===== src/rtl/annot_pkg.sv =====
package annot_pkg;
  localparam int CLS_W = 3;

  typedef enum logic [CLS_W-1:0] {
    CLS_PLAIN   = 3'd0,
    CLS_OPEN_P  = 3'd1,
    CLS_OPEN_B  = 3'd2,
    CLS_CLOSE_P = 3'd3,
    CLS_CLOSE_B = 3'd4
  } sym_cls_e;

  function automatic logic is_opener(input logic [CLS_W-1:0] c);
    return (c == CLS_OPEN_P) || (c == CLS_OPEN_B);
  endfunction

  function automatic logic is_closer(input logic [CLS_W-1:0] c);
    return (c == CLS_CLOSE_P) || (c == CLS_CLOSE_B);
  endfunction
endpackage


===== src/rtl/annot_ctrl.sv =====
module annot_ctrl #(
  parameter int LOG_N = 4
) (
  input  logic             clk_i,
  input  logic             rst_ni,
  input  logic             start_i,
  output logic             load_o,
  output logic [LOG_N-1:0] up_en_o,
  output logic [LOG_N-1:0] dn_en_o,
  output logic             fin_o,
  output logic             done_o
);
  localparam int LAST  = 2 * LOG_N;
  localparam int CNT_W = $clog2(LAST + 1);

  logic             busy_q;
  logic [CNT_W-1:0] cnt_q;
  logic             done_q;

  assign load_o = start_i && !busy_q;
  assign fin_o  = busy_q && (cnt_q == CNT_W'(LAST));
  assign done_o = done_q;

  // up_en[l]: write nodes of height l+1; dn_en[l]: height l+1 feeds its children
  for (genvar l = 0; l < LOG_N; l++) begin : g_en
    assign up_en_o[l] = busy_q && (cnt_q == CNT_W'(l));
    assign dn_en_o[l] = busy_q && (cnt_q == CNT_W'(2 * LOG_N - 1 - l));
  end

  always_ff @(posedge clk_i or negedge rst_ni) begin
    if (!rst_ni) begin
      busy_q <= 1'b0;
      cnt_q  <= '0;
      done_q <= 1'b0;
    end else begin
      done_q <= fin_o;
      if (load_o) begin
        busy_q <= 1'b1;
        cnt_q  <= '0;
      end else if (fin_o) begin
        busy_q <= 1'b0;
      end else if (busy_q) begin
        cnt_q <= cnt_q + 1'b1;
      end
    end
  end
endmodule


===== src/rtl/annot_scan_tree.sv =====
module annot_scan_tree #(
  parameter int N = 16,
  parameter int W = 6
) (
  input  logic                clk_i,
  input  logic                rst_ni,
  input  logic                load_i,
  input  logic [$clog2(N)-1:0] up_en_i,
  input  logic [$clog2(N)-1:0] dn_en_i,
  input  logic [N-1:0][W-1:0] leaf_i,
  output logic [N-1:0][W-1:0] excl_o
);
  localparam int LOG_N = $clog2(N);

  // heap numbering: node n has children 2n, 2n+1; leaf c sits at N+c
  logic [W-1:0] lf_q   [N];
  logic [W-1:0] sum_q  [2:N-1];
  logic [W-1:0] left_q [1:N-1];
  logic [W-1:0] dn_q   [2:2*N-1];
  logic [W-1:0] up_w   [2:2*N-1];

  always_comb begin
    for (int x = 2; x < N; x++) up_w[x] = sum_q[x];
    for (int c = 0; c < N; c++) up_w[N+c] = lf_q[c];
  end

  always_comb begin
    for (int c = 0; c < N; c++) excl_o[c] = dn_q[N+c];
  end

  always_ff @(posedge clk_i or negedge rst_ni) begin
    if (!rst_ni) begin
      for (int c = 0; c < N; c++) lf_q[c] <= '0;
      for (int x = 2; x < N; x++) sum_q[x] <= '0;
      for (int x = 1; x < N; x++) left_q[x] <= '0;
      for (int x = 2; x < 2 * N; x++) dn_q[x] <= '0;
    end else begin
      if (load_i) begin
        for (int c = 0; c < N; c++) lf_q[c] <= leaf_i[c];
      end
      // upsweep: keep left child, pass sum upward (root needs no sum)
      for (int lv = 1; lv <= LOG_N; lv++) begin
        if (up_en_i[lv-1]) begin
          for (int j = 0; j < (N >> lv); j++)
            left_q[(N>>lv)+j] <= up_w[2*((N>>lv)+j)];
        end
      end
      for (int lv = 1; lv < LOG_N; lv++) begin
        if (up_en_i[lv-1]) begin
          for (int j = 0; j < (N >> lv); j++)
            sum_q[(N>>lv)+j] <= up_w[2*((N>>lv)+j)] + up_w[2*((N>>lv)+j)+1];
        end
      end
      // downsweep: root starts from zero
      if (dn_en_i[LOG_N-1]) begin
        dn_q[2] <= '0;
        dn_q[3] <= left_q[1];
      end
      for (int lv = 1; lv < LOG_N; lv++) begin
        if (dn_en_i[lv-1]) begin
          for (int j = 0; j < (N >> lv); j++) begin
            dn_q[2*((N>>lv)+j)]   <= dn_q[(N>>lv)+j];
            dn_q[2*((N>>lv)+j)+1] <= dn_q[(N>>lv)+j] + left_q[(N>>lv)+j];
          end
        end
      end
    end
  end
endmodule


===== src/rtl/annot_select.sv =====
module annot_select #(
  parameter int N     = 16,
  parameter int LVL_W = 6,
  parameter int N_SEL = 3,
  parameter int SEL_W = 4
) (
  input  logic [N-1:0][LVL_W-1:0]             lvl_i,
  input  logic [N-1:0]                        close_i,
  output logic [N-1:0][N_SEL-1:0][SEL_W-1:0]  sel_o
);
  logic [LVL_W-1:0] adj [N];
  logic [SEL_W-1:0] run;

  always_comb begin
    for (int c = 0; c < N; c++) adj[c] = close_i[c] ? '0 : lvl_i[c];
  end

  always_comb begin
    run = '0;
    for (int k = 1; k <= N_SEL; k++) begin
      run = '0;
      for (int c = 0; c < N; c++) begin
        if (adj[c] == LVL_W'(k))
          run = run + 1'b1;
        else if ((k > 1) && (adj[c] == LVL_W'(k - 1)))
          run = '0;
        sel_o[c][k-1] = ($signed(lvl_i[c]) >= $signed(LVL_W'(k))) ? run : '0;
      end
    end
  end
endmodule


===== src/rtl/annot_unit.sv =====
module annot_unit
  import annot_pkg::*;
#(
  parameter int N_CELLS = 16,
  parameter int N_SEL   = 3,
  parameter int SEL_W   = 4,
  parameter int IDX_W   = $clog2(N_CELLS) + 1,
  parameter int LVL_W   = $clog2(N_CELLS) + 2
) (
  input  logic                             clk_i,
  input  logic                             rst_ni,
  input  logic                             start_i,
  input  logic [N_CELLS*CLS_W-1:0]         cls_i,
  input  logic [N_CELLS-1:0]               valid_i,
  output logic [N_CELLS*IDX_W-1:0]         index_o,
  output logic [N_CELLS*LVL_W-1:0]         level_o,
  output logic [N_CELLS*N_SEL*SEL_W-1:0]   sel_o,
  output logic [LVL_W-1:0]                 max_depth_o,
  output logic                             done_o
);
  localparam int LOG_N = $clog2(N_CELLS);

  logic             load;
  logic [LOG_N-1:0] up_en, dn_en;
  logic             fin;

  logic [N_CELLS-1:0][IDX_W-1:0] idx_leaf, idx_excl, idx_w, idx_q;
  logic [N_CELLS-1:0][LVL_W-1:0] lvl_leaf, lvl_excl, lvl_w, lvl_q;
  logic [N_CELLS-1:0][N_SEL-1:0][SEL_W-1:0] sel_w, sel_q;
  logic [N_CELLS-1:0] close_q, val_q;
  logic [LVL_W-1:0]   max_w, max_q;

  annot_ctrl #(.LOG_N(LOG_N)) u_ctrl (
    .clk_i   (clk_i),
    .rst_ni  (rst_ni),
    .start_i (start_i),
    .load_o  (load),
    .up_en_o (up_en),
    .dn_en_o (dn_en),
    .fin_o   (fin),
    .done_o  (done_o)
  );

  always_comb begin
    for (int c = 0; c < N_CELLS; c++) begin
      idx_leaf[c] = {{(IDX_W-1){1'b0}}, valid_i[c]};
      if (is_opener(cls_i[c*CLS_W +: CLS_W]))      lvl_leaf[c] = LVL_W'(1);
      else if (is_closer(cls_i[c*CLS_W +: CLS_W])) lvl_leaf[c] = {LVL_W{1'b1}};
      else                                         lvl_leaf[c] = '0;
    end
  end

  annot_scan_tree #(.N(N_CELLS), .W(IDX_W)) u_idx_tree (
    .clk_i   (clk_i),
    .rst_ni  (rst_ni),
    .load_i  (load),
    .up_en_i (up_en),
    .dn_en_i (dn_en),
    .leaf_i  (idx_leaf),
    .excl_o  (idx_excl)
  );

  annot_scan_tree #(.N(N_CELLS), .W(LVL_W)) u_lvl_tree (
    .clk_i   (clk_i),
    .rst_ni  (rst_ni),
    .load_i  (load),
    .up_en_i (up_en),
    .dn_en_i (dn_en),
    .leaf_i  (lvl_leaf),
    .excl_o  (lvl_excl)
  );

  always_ff @(posedge clk_i or negedge rst_ni) begin
    if (!rst_ni) begin
      close_q <= '0;
      val_q   <= '0;
    end else if (load) begin
      val_q <= valid_i;
      for (int c = 0; c < N_CELLS; c++)
        close_q[c] <= is_closer(cls_i[c*CLS_W +: CLS_W]);
    end
  end

  // exclusive sum already drops the opener's own +1; closers take their -1
  always_comb begin
    for (int c = 0; c < N_CELLS; c++) begin
      lvl_w[c] = lvl_excl[c] - (close_q[c] ? LVL_W'(1) : LVL_W'(0));
      idx_w[c] = val_q[c] ? idx_excl[c] + IDX_W'(1) : '0;
    end
  end

  always_comb begin
    max_w = '0;
    for (int c = 0; c < N_CELLS; c++)
      if ($signed(lvl_w[c]) > $signed(max_w)) max_w = lvl_w[c];
  end

  annot_select #(
    .N(N_CELLS), .LVL_W(LVL_W), .N_SEL(N_SEL), .SEL_W(SEL_W)
  ) u_select (
    .lvl_i   (lvl_w),
    .close_i (close_q),
    .sel_o   (sel_w)
  );

  always_ff @(posedge clk_i or negedge rst_ni) begin
    if (!rst_ni) begin
      idx_q <= '0;
      lvl_q <= '0;
      sel_q <= '0;
      max_q <= '0;
    end else if (fin) begin
      idx_q <= idx_w;
      lvl_q <= lvl_w;
      sel_q <= sel_w;
      max_q <= max_w;
    end
  end

  assign index_o     = idx_q;
  assign level_o     = lvl_q;
  assign sel_o       = sel_q;
  assign max_depth_o = max_q;
endmodule


===== config.mk =====
export PLATFORM = sky130hd
export DESIGN_NAME = annot_unit
export DESIGN_NICKNAME = d
export VERILOG_FILES = /design/src/rtl/annot_pkg.sv /design/src/rtl/annot_ctrl.sv /design/src/rtl/annot_scan_tree.sv /design/src/rtl/annot_select.sv /design/src/rtl/annot_unit.sv
export SDC_FILE = /design/constraint.sdc
export NUM_CORES = 2
export LEC_CHECK = 0
export CORE_AREA = 2 2 291 264
export DETAILED_ROUTE_END_ITERATION = 8
export DIE_AREA = 0 0 293 266
export PLACE_DENSITY = 0.79
export SETUP_SLACK_MARGIN = 0.5
export SYNTH_ARGS = -nofsm -noshare
export SYNTH_HDL_FRONTEND = slang
export SYNTH_SLANG_ARGS = --single-unit

===== constraint.sdc =====
create_clock -name clk_i -period 69.8 [get_ports clk_i]
set_input_delay 13.96 -clock clk_i [delete_from_list [all_inputs] [get_ports clk_i]]
set_output_delay 13.96 -clock clk_i [all_outputs]
set_load 0.005 [all_outputs]

# After elaboration in Yosys (flattened, before gate mapping)

Index checks and enable logic that the tools add are counted.

Register bits after elaboration: 1,049
Input bits: 67
Logic and storage cells: 795
Output and inout port bits: 375

Eq/ne operators: 119
Muxes and demuxes: 225
Add/subtract/negate cells: 121
Reductions and logical operators: 46
Order comparisons: 64

Operator list:

| operator              | number |
|---|---|
| $mux W4               | 122 |
| $mux W6               | 62 |
| $eq A6 B2 Y1 const B  | 32 |
| $ge A6 B3 Y1 const B  | 30 |
| $add A4 B1 Y4 const B | 43 |
| $add A6 B6 Y6         | 22 |
| $eq A6 B1 Y1 const B  | 16 |
| $eq A3 B2 Y1 const B  | 31 |
| $ge A6 B2 Y1 const B  | 15 |
| $gt A6 B6 Y1          | 15 |
| $sub A6 B1 Y6         | 15 |
| $add A5 B1 Y5 const B | 14 |
| $mux W5               | 14 |
| $eq A3 B3 Y1 const B  | 16 |
| $eq A3 B1 Y1 const B  | 15 |
| $add A5 B5 Y5         | 8 |
| $add A5 B1 Y5         | 7 |
| $logic_or A1 B1 Y1    | 31 |
| $mux W1               | 26 |
| $eq A4 B3 Y1 const B  | 4 |
| $add A1 B1 Y2         | 7 |
| $logic_and A1 B1 Y1   | 10 |
| $add A1 B1 Y2 const B | 4 |
| $eq A4 B2 Y1 const B  | 2 |
| 12 further kinds      | 14 |

# Logic depth before layout (Yosys ltp)

Word-level depth: 36
Depth in mapped cells: 142

# Modules after synthesis

From an unflattened synthesis, not the netlist that was laid out.

Cells, all modules: 6,279
Area, all modules: 66,875.4 µm²

Modules (own cells, without submodules):

| module                        | cells an instance | times used | area each (µm²) |
|---|---|---|---|
| annot_unit                    | 2,180             | 1          | 22,688.0 |
| annot_scan_tree at u_lvl_tree | 1,482             | 1          | 19,875.3 |
| annot_scan_tree at u_idx_tree | 1,397             | 1          | 16,811.1 |
| annot_select                  | 1,173             | 1          | 7,071.8 |
| annot_ctrl                    | 47                | 1          | 429.2 |

# Least setup slack after synthesis

No wires, ideal clock.

Kind: register to register
Start: reg close_q[1]
End: reg max_q[3] (netlist: max_depth_o[3])
Cell stages (with the launch flop): 118
Path buffers: 9
Period minus slack after synthesis: 24,360 ps
Arrival: 24,283 ps
Path slack: 45,440 ps
Cells stage by stage: dfrtp_1 -> ha_1 -> inv_1 -> ha_1 -> ha_1 -> nor2b_1 -> buf_2 -> inv_1 -> ha_1 -> nand4_1 -> o21bai_1 -> a41oi_2 -> clkbuf_1 -> a21oi_1 -> ha_1 -> nor2b_1 -> nor2_1 -> maj3_1 -> [... 82 more ...] -> nand3b_1 -> buf_4 -> mux2_2 -> ha_1 -> o2111ai_1 -> a41o_1 -> o221ai_2 -> mux2_2 -> ha_1 -> nor2b_1 -> o21a_1 -> o21ai_0 -> nand2b_1 -> a211oi_1 -> a31oi_1 -> a21oi_1 -> nand2_1 -> o21ai_1

Cells in the longest elaborated chain, start to end: 32

Ends and longest elaborated chain:

| element                           | line              | text |
|---|---|---|
| from (decl)                       | annot_unit.sv:30  | `logic [N_CELLS-1:0] close_q, val_q;` |
| from (signal, indexed assignment) | annot_unit.sv:80  | `close_q[c] <= is_closer(cls_i[c*CLS_W +: CLS_W]);` |
| $mux W1 *                         | annot_unit.sv:87  | `lvl_w[c] = lvl_excl[c] - (close_q[c] ? LVL_W'(1) : LVL_W'(0));` |
| $sub A6 B1 Y6 *                   | annot_unit.sv:87  |  |
| $gt A6 B6 Y1                      | annot_unit.sv:95  | `if ($signed(lvl_w[c]) > $signed(max_w)) max_w = lvl_w[c];` |
| $mux W6 *                         | annot_unit.sv:95  |  |
| $gt A6 B6 Y1                      | annot_unit.sv:95  |  |
| $mux W6 *                         | annot_unit.sv:95  |  |
| $gt A6 B6 Y1                      | annot_unit.sv:95  |  |
| $mux W6 *                         | annot_unit.sv:95  |  |
| [... 16 more ...]                 | --                |  |
| $gt A6 B6 Y1                      | annot_unit.sv:95  |  |
| $mux W6 *                         | annot_unit.sv:95  |  |
| $gt A6 B6 Y1                      | annot_unit.sv:95  |  |
| $mux W6 *                         | annot_unit.sv:95  |  |
| $gt A6 B6 Y1                      | annot_unit.sv:95  |  |
| $mux W6 *                         | annot_unit.sv:95  |  |
| $gt A6 B6 Y1                      | annot_unit.sv:95  |  |
| $mux W6 *                         | annot_unit.sv:95  |  |
| to (signal assigned)              | annot_unit.sv:116 | `max_q <= max_w;` |
| to (decl)                         | annot_unit.sv:31  | `logic [LVL_W-1:0] max_w, max_q;` |

Every way passes the cells marked *; elsewhere a longest branch is shown, timed or not.
A chain may end at the register's enable or synchronous reset.

# Final worst setup path

Start: reg close_q[1]
End: reg max_q[5] (netlist: max_depth_o[5])

Same word-level chain as after synthesis.

==> reports/results.ini <==
[yosys]
synthXorXnorAreaFrac_pct=5.553
synth.cell_area_um2=44480
synth.distinct_cells=93
synth_edf_count=0
synth_mux_area_share_pct=6.149
avgSynthCellArea_um2=9.416
ys_ff_latch=801
syn_inst=4724
synth_top_area_cell=dfrtp_1
synth_compound_area_share_pct=12.94
ys_seq_area_share_pct=45.06
synth_simple_gate_area_share_pct=15.79
synth_top_family_by_area=simple AND/OR/NAND/NOR gates
yosys-top-cells-area=dfrtp_1 45%, nand2_1 8.7%, ha_1 7.6%
synthAdderAreaFrac_pct=9.862
yosysMostFrequentCell=nand2_1
yosys.area.top_type_share_pct=45.06
ys_top_cells_by_count=1029 x nand2_1, 801 x dfrtp_1, 450 x o21ai_0
synth-async-reset-ratio_pct=100.0
synth_ff_type=dfrtp_1
synth-warning-count=0

[setup_path]
reg2reg_from=close_q[1]$_DFFE_PN0P_
crit_path_frequent_cell=ha_1
cp.buffers_inverters=3
slowest_delay_ps=740
start_kind=flip-flop
path_depth=107
critPathLaunch=close_q[1]$_DFFE_PN0P_
critPathSlowestCell=a221oi_4
crit_type=flip-flop to flip-flop
worst-r2r-setup-slack_ps=41410
crit_required_ps=70360
reg2reg_to=max_depth_o[5]$_DFFE_PN0P_
reg2reg_depth=107
crit_path_end=max_depth_o[5]$_DFFE_PN0P_
endpoint_kind=flip-flop
path_max_fanout=16
crit_family=compound AO/OA/AOI/OAI gates
critPathArrivalTime_ps=28940

[final_layout]
fin_cells=6122
syn2layout_area_growth_pct=17.09
regArea_um2=20040
drive_gt1_share_pct=7.995
nets=5457
multiInputGateArea_um2=22600
utilization_pct=69.16
fill_cells=5695

[clock_tree]
cts.sink_count=801
cts_tree=yes
numCtsBuffers=84
path_clk_slew_ps=60
root_buffer=clkbuf_16
postCtsSetupBuffers=0
cts-resized-gates=0
cts_htree_levels=3
clk_path_buf_depth=3
hold_buffers=0
clock_latency_ps=660

[worst_hold_path]
hp-class=flip-flop to flip-flop

[sta]
finalMaxSlewViolations=0
rsz0062_at_grt=false
fin_skew_ps=43.33
post-route-period-util_pct=40.67
setup_ws_ps=41410
hold_viol_final=0
period_minus_slack_ps=28390
maxSlewHeadroom_pct=22.48
fmax_ghz=0.03523
worstMarginPinSlew_ps=1163
setup_violations=0
tns_ps=0

[route]
antenna_left=0
drt-initial-drc-count=2901
via_count=35260
detailedRoute.firstPassIterationCount=6
met2WireLength_mm=53.25
top_layer_used=met4
routed-wl-met3_mm=7.719
vias_per_cell=5.760
routed_wl_mm=117.0
drc=0
wl_per_cell_um=19.11
wl_met1_mm=53.66

[global_route]
grt_pass1_wl_mm=187.3
grt_overflow=0
grt_max_degree=174
antenna_found_initial=2
grt_usage_pct=30.04
grt_pass1_vias=34030

[floorplan]
fp.dieArea_um2=77940
rows=96
start_util_pct=59.06
dieWidth_um=293
core-area_um2=75310
io_pins=442
die_y_um=266

[placement]
port_buffers=400
gp_congestion=0.8952
place_inst=5967
pre_cts_slack_ps=41880
dp_hpwl_mm=85.92

[run]
drv_cap=0

[status]
run_status=complete, no violations

-- stage by stage --
stage / instance area [um^2] / hold slack (ps)
2_1_floorplan: 44630 / 438.6
3_3_place_gp: 49200 / 446.1
3_5_place_dp: 49200 / 452.0
4_1_cts: 52070 / 464.1
5_1_grt: 52080 / 488.1
6_report: 52080 / 463.4
-- tightest hold or removal path, stage by stage (launching register included) --
cell,delay [ps]
dfrtp_1,340
nand2_1,50
nand2_1,50
-- logic make-up (layout without fill, tap and decap cells) --
logic type,after synthesis,count (layout)
buffers and inverters,496,873
AND/OR/NAND/NOR,1648,1648
multiplexers,245,245
AO/OA/AOI/OAI,928,928
adder cells (fa/ha/maj),323,323
XOR/XNOR,282,282
other,1,42
flip-flops,801,801
-- final cells by class --
| class | count | share of cell area, % |
|---|---|---|
| Timing Repair Buffer | 429 | 8.163 |
| Sequential cell | 801 | 38.49 |
| Clock inverter | 28 | 0.7279 |
| Clock buffer | 126 | 4.783 |
| Inverter | 290 | 2.095 |
| Multi-Input combinational cell | 3467 | 43.39 |
| Tap cell | 980 | 2.354 |
| Antenna cell | 1 | 0.004805 |
-- layer usage --
| layer | vias to the layer above | track usage (%) |
|---|---|---|
| met1 | 17320 | 44.70 |
| met3 | 157 | 4.354 |
| met4 | 0 | 6.847 |
| met5 | - | 0 |
| li1 | 16670 | - |
| met2 | 1106 | 46.77 |
-- how the worst min path moves through the flow --
stage	from	end	slack (ps)	cells after the start
3_3_place_gp	u_lvl_tree.sum_q[59]$_DFFE_PN0P_	u_lvl_tree.left_q[77]$_DFFE_PN0P_	450	2
6_report	u_lvl_tree.sum_q[9]$_DFFE_PN0P_	u_lvl_tree.left_q[53]$_DFFE_PN0P_	460	2
3_5_place_dp	u_lvl_tree.sum_q[56]$_DFFE_PN0P_	u_lvl_tree.left_q[74]$_DFFE_PN0P_	450	2
4_1_cts	u_lvl_tree.sum_q[9]$_DFFE_PN0P_	u_lvl_tree.left_q[53]$_DFFE_PN0P_	460	2
2_1_floorplan	u_idx_tree.sum_q[5]$_DFFE_PN0P_	u_idx_tree.left_q[40]$_DFFE_PN0P_	440	2
5_1_grt	u_lvl_tree.sum_q[59]$_DFFE_PN0P_	u_lvl_tree.left_q[77]$_DFFE_PN0P_	490	2
-- cells in the final DEF, fill, tap and decap left out, drive strengths merged, types with 48 or more instances in the layout --
cell / count
nand2: 1030
dfrtp: 801
o21ai: 465
clkdlybuf4s50: 399
inv: 295
ha: 269
nor2: 232
mux2: 204
xnor2: 144
nand3: 144
xor2: 138
a21oi: 128
clkbuf: 126
a21o: 85
a22o: 53
nor3: 51
fa: 48
-- sequential cells by signal, indices dropped and copies added (netlist names), 6 cells and up --
register,cells
u_idx_tree.sum_q,27
level_o,88
u_idx_tree.excl_o,61
close_q,16
sel_o,162
u_lvl_tree.sum_q,52
u_lvl_tree.excl_o,84
u_lvl_tree.lf_q,30
u_lvl_tree.dn_q,64
max_depth_o,6
u_idx_tree.left_q,26
u_lvl_tree.left_q,50
u_idx_tree.dn_q,44
index_o,69
val_q,16
Power is left out: the tool's default activity adds up to more than one toggle a clock period on the data nets, which glitch-free logic cannot reach.
